`src/rtl/txack_pkg.sv`:
```
package txack_pkg;
  typedef enum logic [1:0] {
    ST_SB_LOW  = 2'd0,
    ST_SB_IDLE = 2'd1,
    ST_LAUNCH  = 2'd2,
    ST_LISTEN  = 2'd3
  } txack_state_e;

  localparam int FLAG_OK   = 0;
  localparam int FLAG_FAIL = 1;
  localparam int NUM_FLAGS = 2;
endpackage

```
`src/rtl/txack_ce_gate.sv`:
```
module txack_ce_gate #(
  parameter int CE_SETTLE = 160
) (
  input  logic clk,
  input  logic rst_n,
  input  logic ce,
  output logic ce_ok
);
  localparam int CW = $clog2(CE_SETTLE + 1);

  logic [CW-1:0] run_q;

  always_ff @(posedge clk) begin
    if (!rst_n)                    run_q <= '0;
    else if (!ce)                  run_q <= '0;
    else if (run_q != CW'(CE_SETTLE)) run_q <= run_q + 1'b1;
  end

  assign ce_ok = (run_q == CW'(CE_SETTLE));


  ce_drop_clears_chk: assert property (@(posedge clk) disable iff (!rst_n)
    !ce |=> !ce_ok);
endmodule

```
`src/rtl/txack_flag.sv`:
```
module txack_flag (
  input  logic clk,
  input  logic rst_n,
  input  logic set,
  input  logic clr,
  output logic flag
);
  always_ff @(posedge clk) begin
    if (!rst_n)    flag <= 1'b0;
    else if (set)  flag <= 1'b1;
    else if (clr)  flag <= 1'b0;
  end


  set_wins_chk: assert property (@(posedge clk) disable iff (!rst_n)
    set |=> flag);

  w1c_chk: assert property (@(posedge clk) disable iff (!rst_n)
    (clr && !set) |=> !flag);
endmodule

```
`src/rtl/txack_fifo.sv`:
```
module txack_fifo #(
  parameter int DATA_W = 8,
  parameter int DEPTH  = 4
) (
  input  logic                         clk,
  input  logic                         rst_n,
  input  logic                         push,
  input  logic [DATA_W-1:0]            din,
  input  logic                         pop,
  input  logic                         flush,
  output logic [DATA_W-1:0]            dout,
  output logic [$clog2(DEPTH+1)-1:0]   count,
  output logic                         full,
  output logic                         empty
);
  localparam int AW = (DEPTH > 1) ? $clog2(DEPTH) : 1;
  localparam int CW = $clog2(DEPTH + 1);

  logic [DATA_W-1:0] mem_q [DEPTH];
  logic [AW-1:0]     rd_q, wr_q;
  logic [CW-1:0]     cnt_q;

  function automatic logic [AW-1:0] ptr_inc(input logic [AW-1:0] p);
    return (p == AW'(DEPTH - 1)) ? '0 : p + 1'b1;
  endfunction

  always_ff @(posedge clk) begin
    if (push && !flush) mem_q[wr_q] <= din;
  end

  always_ff @(posedge clk) begin
    if (!rst_n || flush) begin
      rd_q  <= '0;
      wr_q  <= '0;
      cnt_q <= '0;
    end else begin
      if (push) wr_q <= ptr_inc(wr_q);
      if (pop)  rd_q <= ptr_inc(rd_q);
      case ({push, pop})
        2'b10:   cnt_q <= cnt_q + 1'b1;
        2'b01:   cnt_q <= cnt_q - 1'b1;
        default: cnt_q <= cnt_q;
      endcase
    end
  end

  assign dout  = mem_q[rd_q];
  assign count = cnt_q;
  assign full  = (cnt_q == CW'(DEPTH));
  assign empty = (cnt_q == '0);


  fifo_no_overflow_chk: assert property (@(posedge clk) disable iff (!rst_n)
    push |-> !full);

  fifo_no_underflow_chk: assert property (@(posedge clk) disable iff (!rst_n)
    pop |-> !empty);
endmodule

```
`src/rtl/txack_ctrl.sv`:
```
module txack_ctrl
  import txack_pkg::*;
#(
  parameter int DATA_W     = 8,
  parameter int FIFO_DEPTH = 4,
  parameter int CE_SETTLE  = 160,
  parameter int DELAY_UNIT = 64,
  parameter int TX_CYC     = 32
) (
  input  logic              clk,
  input  logic              rst_n,
  input  logic              ce,
  input  logic [3:0]        cfg_retry,
  input  logic [3:0]        cfg_delay,
  input  logic              wr_valid,
  output logic              wr_ready,
  input  logic [DATA_W-1:0] wr_data,
  input  logic              flush,
  output logic              pkt_sent,
  output logic [DATA_W-1:0] pkt_data,
  input  logic              ack_in,
  output logic              sent_ok_flag,
  output logic              retry_fail_flag,
  input  logic              clr_sent_ok,
  input  logic              clr_retry_fail,
  output logic [1:0]        state
);
  localparam int CW      = $clog2(FIFO_DEPTH + 1);
  localparam int WIN_MAX = 16 * DELAY_UNIT;
  localparam int TMR_MAX = (TX_CYC > WIN_MAX) ? TX_CYC : WIN_MAX;
  localparam int TMR_W   = $clog2(TMR_MAX + 1);

  txack_state_e   state_q, state_d;
  logic [TMR_W-1:0] tmr_q, tmr_d, win_len;
  logic [3:0]     rty_q, rty_d;
  logic           ce_ok, is_idle, flush_eff, push, pop;
  logic           fifo_full, fifo_empty;
  logic [CW-1:0]  fifo_count;
  logic [NUM_FLAGS-1:0] flag_set, flag_clr, flag_val;

  txack_ce_gate #(.CE_SETTLE(CE_SETTLE)) ce_gate_i (
    .clk(clk), .rst_n(rst_n), .ce(ce), .ce_ok(ce_ok)
  );

  assign is_idle   = (state_q == ST_SB_LOW) || (state_q == ST_SB_IDLE);
  assign flush_eff = flush && is_idle;
  assign wr_ready  = !fifo_full && !flush_eff;
  assign push      = wr_valid && wr_ready;

  txack_fifo #(.DATA_W(DATA_W), .DEPTH(FIFO_DEPTH)) fifo_i (
    .clk(clk), .rst_n(rst_n), .push(push), .din(wr_data), .pop(pop),
    .flush(flush_eff), .dout(pkt_data), .count(fifo_count),
    .full(fifo_full), .empty(fifo_empty)
  );

  assign flag_clr[FLAG_OK]   = clr_sent_ok;
  assign flag_clr[FLAG_FAIL] = clr_retry_fail;

  for (genvar g = 0; g < NUM_FLAGS; g++) begin : g_flag
    txack_flag flag_i (
      .clk(clk), .rst_n(rst_n), .set(flag_set[g]), .clr(flag_clr[g]),
      .flag(flag_val[g])
    );
  end

  assign sent_ok_flag    = flag_val[FLAG_OK];
  assign retry_fail_flag = flag_val[FLAG_FAIL];

  assign win_len = (TMR_W'(cfg_delay) + TMR_W'(1)) * TMR_W'(DELAY_UNIT);

  always_comb begin
    state_d  = state_q;
    tmr_d    = tmr_q;
    rty_d    = rty_q;
    pop      = 1'b0;
    flag_set = '0;
    unique case (state_q)
      ST_SB_LOW, ST_SB_IDLE: begin
        if (!ce)                             state_d = ST_SB_LOW;
        else if (fifo_empty || flush)        state_d = ST_SB_IDLE;
        else if (ce_ok && !retry_fail_flag) begin
          state_d = ST_LAUNCH;
          tmr_d   = '0;
          rty_d   = '0;
        end else                             state_d = ST_SB_LOW;
      end
      ST_LAUNCH: begin
        if (tmr_q == TMR_W'(TX_CYC - 1)) begin
          tmr_d = '0;
          if (cfg_retry == 4'd0) begin
            pop = 1'b1;
            flag_set[FLAG_OK] = 1'b1;
            state_d = (!ce || fifo_count > CW'(1)) ? ST_SB_LOW : ST_SB_IDLE;
          end else begin
            state_d = ST_LISTEN;
          end
        end else begin
          tmr_d = tmr_q + 1'b1;
        end
      end
      ST_LISTEN: begin
        if (ack_in) begin
          pop = 1'b1;
          flag_set[FLAG_OK] = 1'b1;
          tmr_d   = '0;
          state_d = (!ce || fifo_count > CW'(1)) ? ST_SB_LOW : ST_SB_IDLE;
        end else if (tmr_q == win_len - 1'b1) begin
          tmr_d = '0;
          if (rty_q == cfg_retry) begin
            flag_set[FLAG_FAIL] = 1'b1;
            state_d = ST_SB_LOW;
          end else begin
            rty_d   = rty_q + 1'b1;
            state_d = ST_LAUNCH;
          end
        end else begin
          tmr_d = tmr_q + 1'b1;
        end
      end
      default: state_d = ST_SB_LOW;
    endcase
  end

  always_ff @(posedge clk) begin
    if (!rst_n) begin
      state_q <= ST_SB_LOW;
      tmr_q   <= '0;
      rty_q   <= '0;
    end else begin
      state_q <= state_d;
      tmr_q   <= tmr_d;
      rty_q   <= rty_d;
    end
  end

  assign pkt_sent = (state_q == ST_LAUNCH) && (tmr_q == '0);
  assign state    = state_q;


  settle_gate_chk: assert property (@(posedge clk) disable iff (!rst_n)
    (is_idle && !ce_ok) |=> state_q != ST_LAUNCH);

  fail_blocks_chk: assert property (@(posedge clk) disable iff (!rst_n)
    (is_idle && retry_fail_flag) |=> state_q != ST_LAUNCH);

  low_standby_chk: assert property (@(posedge clk) disable iff (!rst_n)
    (is_idle && !ce) |=> state_q == ST_SB_LOW);

  ack_delivers_chk: assert property (@(posedge clk) disable iff (!rst_n)
    (state_q == ST_LISTEN && ack_in) |=> sent_ok_flag);

  fail_keeps_pkt_chk: assert property (@(posedge clk) disable iff (!rst_n)
    $rose(retry_fail_flag) |-> !fifo_empty);

  pulse_single_chk: assert property (@(posedge clk) disable iff (!rst_n)
    pkt_sent |=> !pkt_sent);
endmodule

```
`config.mk`:
```
export PLATFORM = sky130hd
export DESIGN_NAME = txack_ctrl
export DESIGN_NICKNAME = d
export VERILOG_FILES = /design/src/rtl/txack_pkg.sv /design/src/rtl/txack_ce_gate.sv /design/src/rtl/txack_flag.sv /design/src/rtl/txack_fifo.sv /design/src/rtl/txack_ctrl.sv
export SDC_FILE = /design/constraint.sdc
export NUM_CORES = 1
export LEC_CHECK = 0
export ABC_AREA = 1
export BUFFER_PORTS_ARGS = -buffer_cell sky130_fd_sc_hd__buf_2
export CORE_MARGIN = 2
export CORE_UTILIZATION = 53
export CTS_CLUSTER_DIAMETER = 60
export DETAILED_ROUTE_END_ITERATION = 7
export PLACE_DENSITY_LB_ADDON = 0.1
export RECOVER_POWER = 100
export SLEW_MARGIN = 20
export SYNTH_ARGS = -nofsm -noshare
export SYNTH_HDL_FRONTEND = slang
export SYNTH_SLANG_ARGS = --single-unit
```
`constraint.sdc`:
```
create_clock -name clk -period 1.8 [get_ports clk]
set_input_delay 0.18 -clock clk [delete_from_list [all_inputs] [get_ports clk]]
set_output_delay 0.18 -clock clk [all_outputs]
set_load 0.01 [all_outputs]
```
==> key figures <==
Run status
  • Status: finished clean

Synthesis
  • Top_reg_cell synth: dfxtp_1
  • Syn Nets: ~450
  • Yosys reg bits: between 60 and 70
  • Largest family of logic cells by synthesized area: simple AND/OR/NAND/NOR gates
  • Synth area leaders: edfxtp_1 (27%), dfxtp_1 (21%), inv_1 (6.3%)
  • Seq/Total Area, Yosys: 47.91%
  • Post-Syn Area: roughly 0.0035 mm²
  • Adder-cell share of the synthesized area: 6.061%
  • Ys async rst share: 0%
  • Yosys cell types: 34
  • Synth cell count leaders: inv_1 (59), nand2_1 (53), nor2_1 (51)
  • Synthesized instance count: 411
  • Syn Area/Cell: roughly 8.5 µm²
  • Multiplexer share of the synthesized area: 0%
  • Ys Warns: 0
  • Cell taking the most area after synthesis: edfxtp_1
  • Synth Area in Simple Gates: between 20% and 30%
  • Count leader, synth: inv_1
  • Number of enable flip-flop cells after synthesis: 32
  • XOR/XNOR Fraction of Synth Area: 4.742%
  • Compound-Gate Fraction of Synth Area: a little over a tenth
  • Share of the synthesized area in the top cell type: a little over a quarter

GRT
  • Vias in the first global route: ~2.8k
  • Grt ovf: 0
  • Initial antenna violation count: 0
  • First-pass GRT wire length: 12300 µm
  • Largest net degree at the start of global routing: 17
  • Total GRT Usage: about a fifth

Floorplan
  • Die Width: about 85 µm
  • Starting Density: between 50% and 60%
  • Core Area: roughly 0.0064 mm²
  • Die Height: between 80 and 90 µm
  • Die area: roughly 0.0073 mm²
  • Row cnt: 29
  • I/O pins: 38

Clock network
  • Cts bufs inserted: 9
  • Num Clock Sinks: 68
  • Root buf cell: clkbuf_8
  • CTS tree: done
  • H-tree depth: 3
  • Hold-fix buffers, CTS: 0
  • Clk_lat worst skew: 340 ps
  • Clk slew on worst S/H paths: 70 ps
  • Max Root-Sink Buffers: 2

Placement
  • Routability cong.: a little over 0.8
  • # port buffers: 37
  • Cell Area, Placed: 0.004025 mm²
  • Placed instance count: roughly 550
  • Half-perimeter wire length after placement: roughly 5200 µm

Setup path
  • Setup CP Type: register to register
  • Startpoint types: register
  • CP Data Required Time: 2030 ps
  • Worst r2r src: tmr_q[1]
  • Reg2reg setup slack: around 46 ps
  • Critical path origin: tmr_q[1]
  • WP data arrival: 1990 ps
  • Crit end category: register
  • CP Max Fanout: 3

Layout
  • Multi-input gate area: 0.001688 mm²
  • Share of post-route cells with drive strength above 1: approximately 25%
  • Fin cells: between 500 and 600
  • Final nets: 529
  • # diodes: 0
  • Fill cells: 518
  • Utilization after layout: between 60% and 70%
  • Finished Cell Area: 0.004347 mm²
  • Reg area: approximately 0.0017 mm²
  • Synthesis-to-finish area growth: 23.85%

Timing
  • Max-slew violation count: 0
  • Setup tns final: 0 ps
  • Slew margin rel.: between 70% and 80%
  • Period minus WS final: 1754 ps
  • Fmax: roughly 0.57 GHz
  • Hold Vio Cnt, Final: 0
  • Period utilization: 97.44%
  • Least-Margin Pin Slew: around 440 ps
  • Setup violations, final: 0
  • Clock skew: 8.211 ps
  • RSZ-0062 raised after global routing: yes

Power and ir drop
  • Clock share of power: a little over two fifths
  • Sw Ratio: 21.99%
  • P_int: 2.497 mW
  • Switching Power: just over 0.7 mW
  • Sequential group share of total power: about half
  • Power per cell area: 736.3 mW/mm²
  • Leak: approximately 1.8 nW
  • Combinational Power Share: 6.6%
  • Total Power: about 3.2 mW
  • Max VDD drop: around 0.00042 V

Routing
  • 1st-pass router iterations: 4
  • Final WL: between 7000 and 8000 µm
  • Wire length per cell: approximately 13 µm
  • Via Count: roughly 2.9k
  • 1st-iter DRT viols: roughly 110
  • Metal3 WL: approximately 320 µm
  • Uppermost layer routed: met4
  • Metal-1 WL: approximately 3200 µm
  • Detailed-route DRC error count: 0
  • Met2 wire len: 3612 µm
  • Post-DR vias/cell: roughly 5.1
  • Routed Antenna Nets: 0

Worst hold path
  • Hold Startpoint: clr_sent_ok
  • Worst Hold Class: input port to register

Flow run
  • # Max-Cap Violations: 0
==> worst paths after layout <==
check / end / cells after the start
setup / recovery: fifo_i.count[1] / 11
hold / removal: g_flag[0].flag_i.flag / 4
hold reg to reg: ce_gate_i.run_q[7] / 2
setup reg to reg: fifo_i.count[1] / 11
==> flip-flops by register name, summed over array words and instances (netlist names), named ones only <==
name	flops
state	2
fifo_i.wr_q	2
fifo_i.mem_q	32
g_flag.flag_i.flag	2
fifo_i.count	3
tmr_q	11
rty_q	4
ce_gate_i.run_q	8
fifo_i.rd_q	2
==> cells by family (layout without fill, tap and decap cells) <==
| kind of cell | count (synthesis) | in the layout |
|---|---|---|
| and+or+nand+nor | 170 | 170 |
| AOI/OAI and AO/OA | 69 | 69 |
| DFF | 68 | 68 |
| buffers and inverters | 68 | 150 |
| xor gates and xnor gates | 19 | 19 |
| adders and majority gates | 17 | 17 |
==> metrics by stage <==
step                setup slack (ps)  hold WS [ps]
detailed placement            -51.77         402.3
finish                         46.15         91.89
CTS                           -10.13         43.16
floorplan                     -31.21         273.0
global placement              -7.472         394.3
global route                  -109.5         105.7
==> power groups by stage <==
stage          registers, mW  clock network [mW]  logic [mW]
3_3_place_gp            1.68                   0       0.201
6_report                1.65                1.34       0.211
4_1_cts                 1.65                1.37       0.209
5_1_grt                 1.65                1.42       0.240
3_5_place_dp            1.68                   0       0.206
2_1_floorplan           1.68                   0       0.116
==> metal layers <==
layer / vias to the layer above / track usage [%]
met5: - / 0
met4: 0 / 6.349
met3: 13 / 4.961
met2: 58 / 36.79
met1: 1338 / 26.22
li1: 1516 / -
==> repair_timing <==
item                                    in CTS  in global routing
gates resized for setup                      4                 23
endpoints found under the setup margin       7                 19
pin swaps                                    2                  8
gates cloned                                 0                  0
buffers inserted                             1                  2
==> cells in the final DEF, fill, tap and decap left out, types with 8 or more instances in the layout <==
cell type / instances
inv_1: 58
nand2_1: 51
nor2_1: 45
dfxtp_1: 34
buf_4: 34
edfxtp_1: 32
nand3_1: 25
buf_2: 25
a21oi_1: 24
o21ai_0: 22
ha_1: 14
clkbuf_1: 14
nand2_2: 13
xor2_1: 11
clkbuf_8: 9
nand4_1: 8
o22ai_1: 8
xnor2_1: 8
==> critical path: stages, from the launching register on <==
cell     delay (ps)
dfxtp_2         340
ha_4            170
nand3_4          80
nor2_1           40
inv_1            80
nor2_2           50
a31oi_2         240
inv_2            80
ha_4            300
inv_1            70
o21ai_0         160
a21oi_1          50
==> cell type report <==
class / count / area share [%]
Inverter: 62 / 5.354
Multi-Input combinational cell: 275 / 38.83
Tap cell: 77 / 2.216
Clock inverter: 5 / 1.785
Clock buffer: 11 / 3.022
Sequential cell: 68 / 38.75
Timing Repair Buffer: 72 / 10.05
Power figures use the tool's default switching activity.
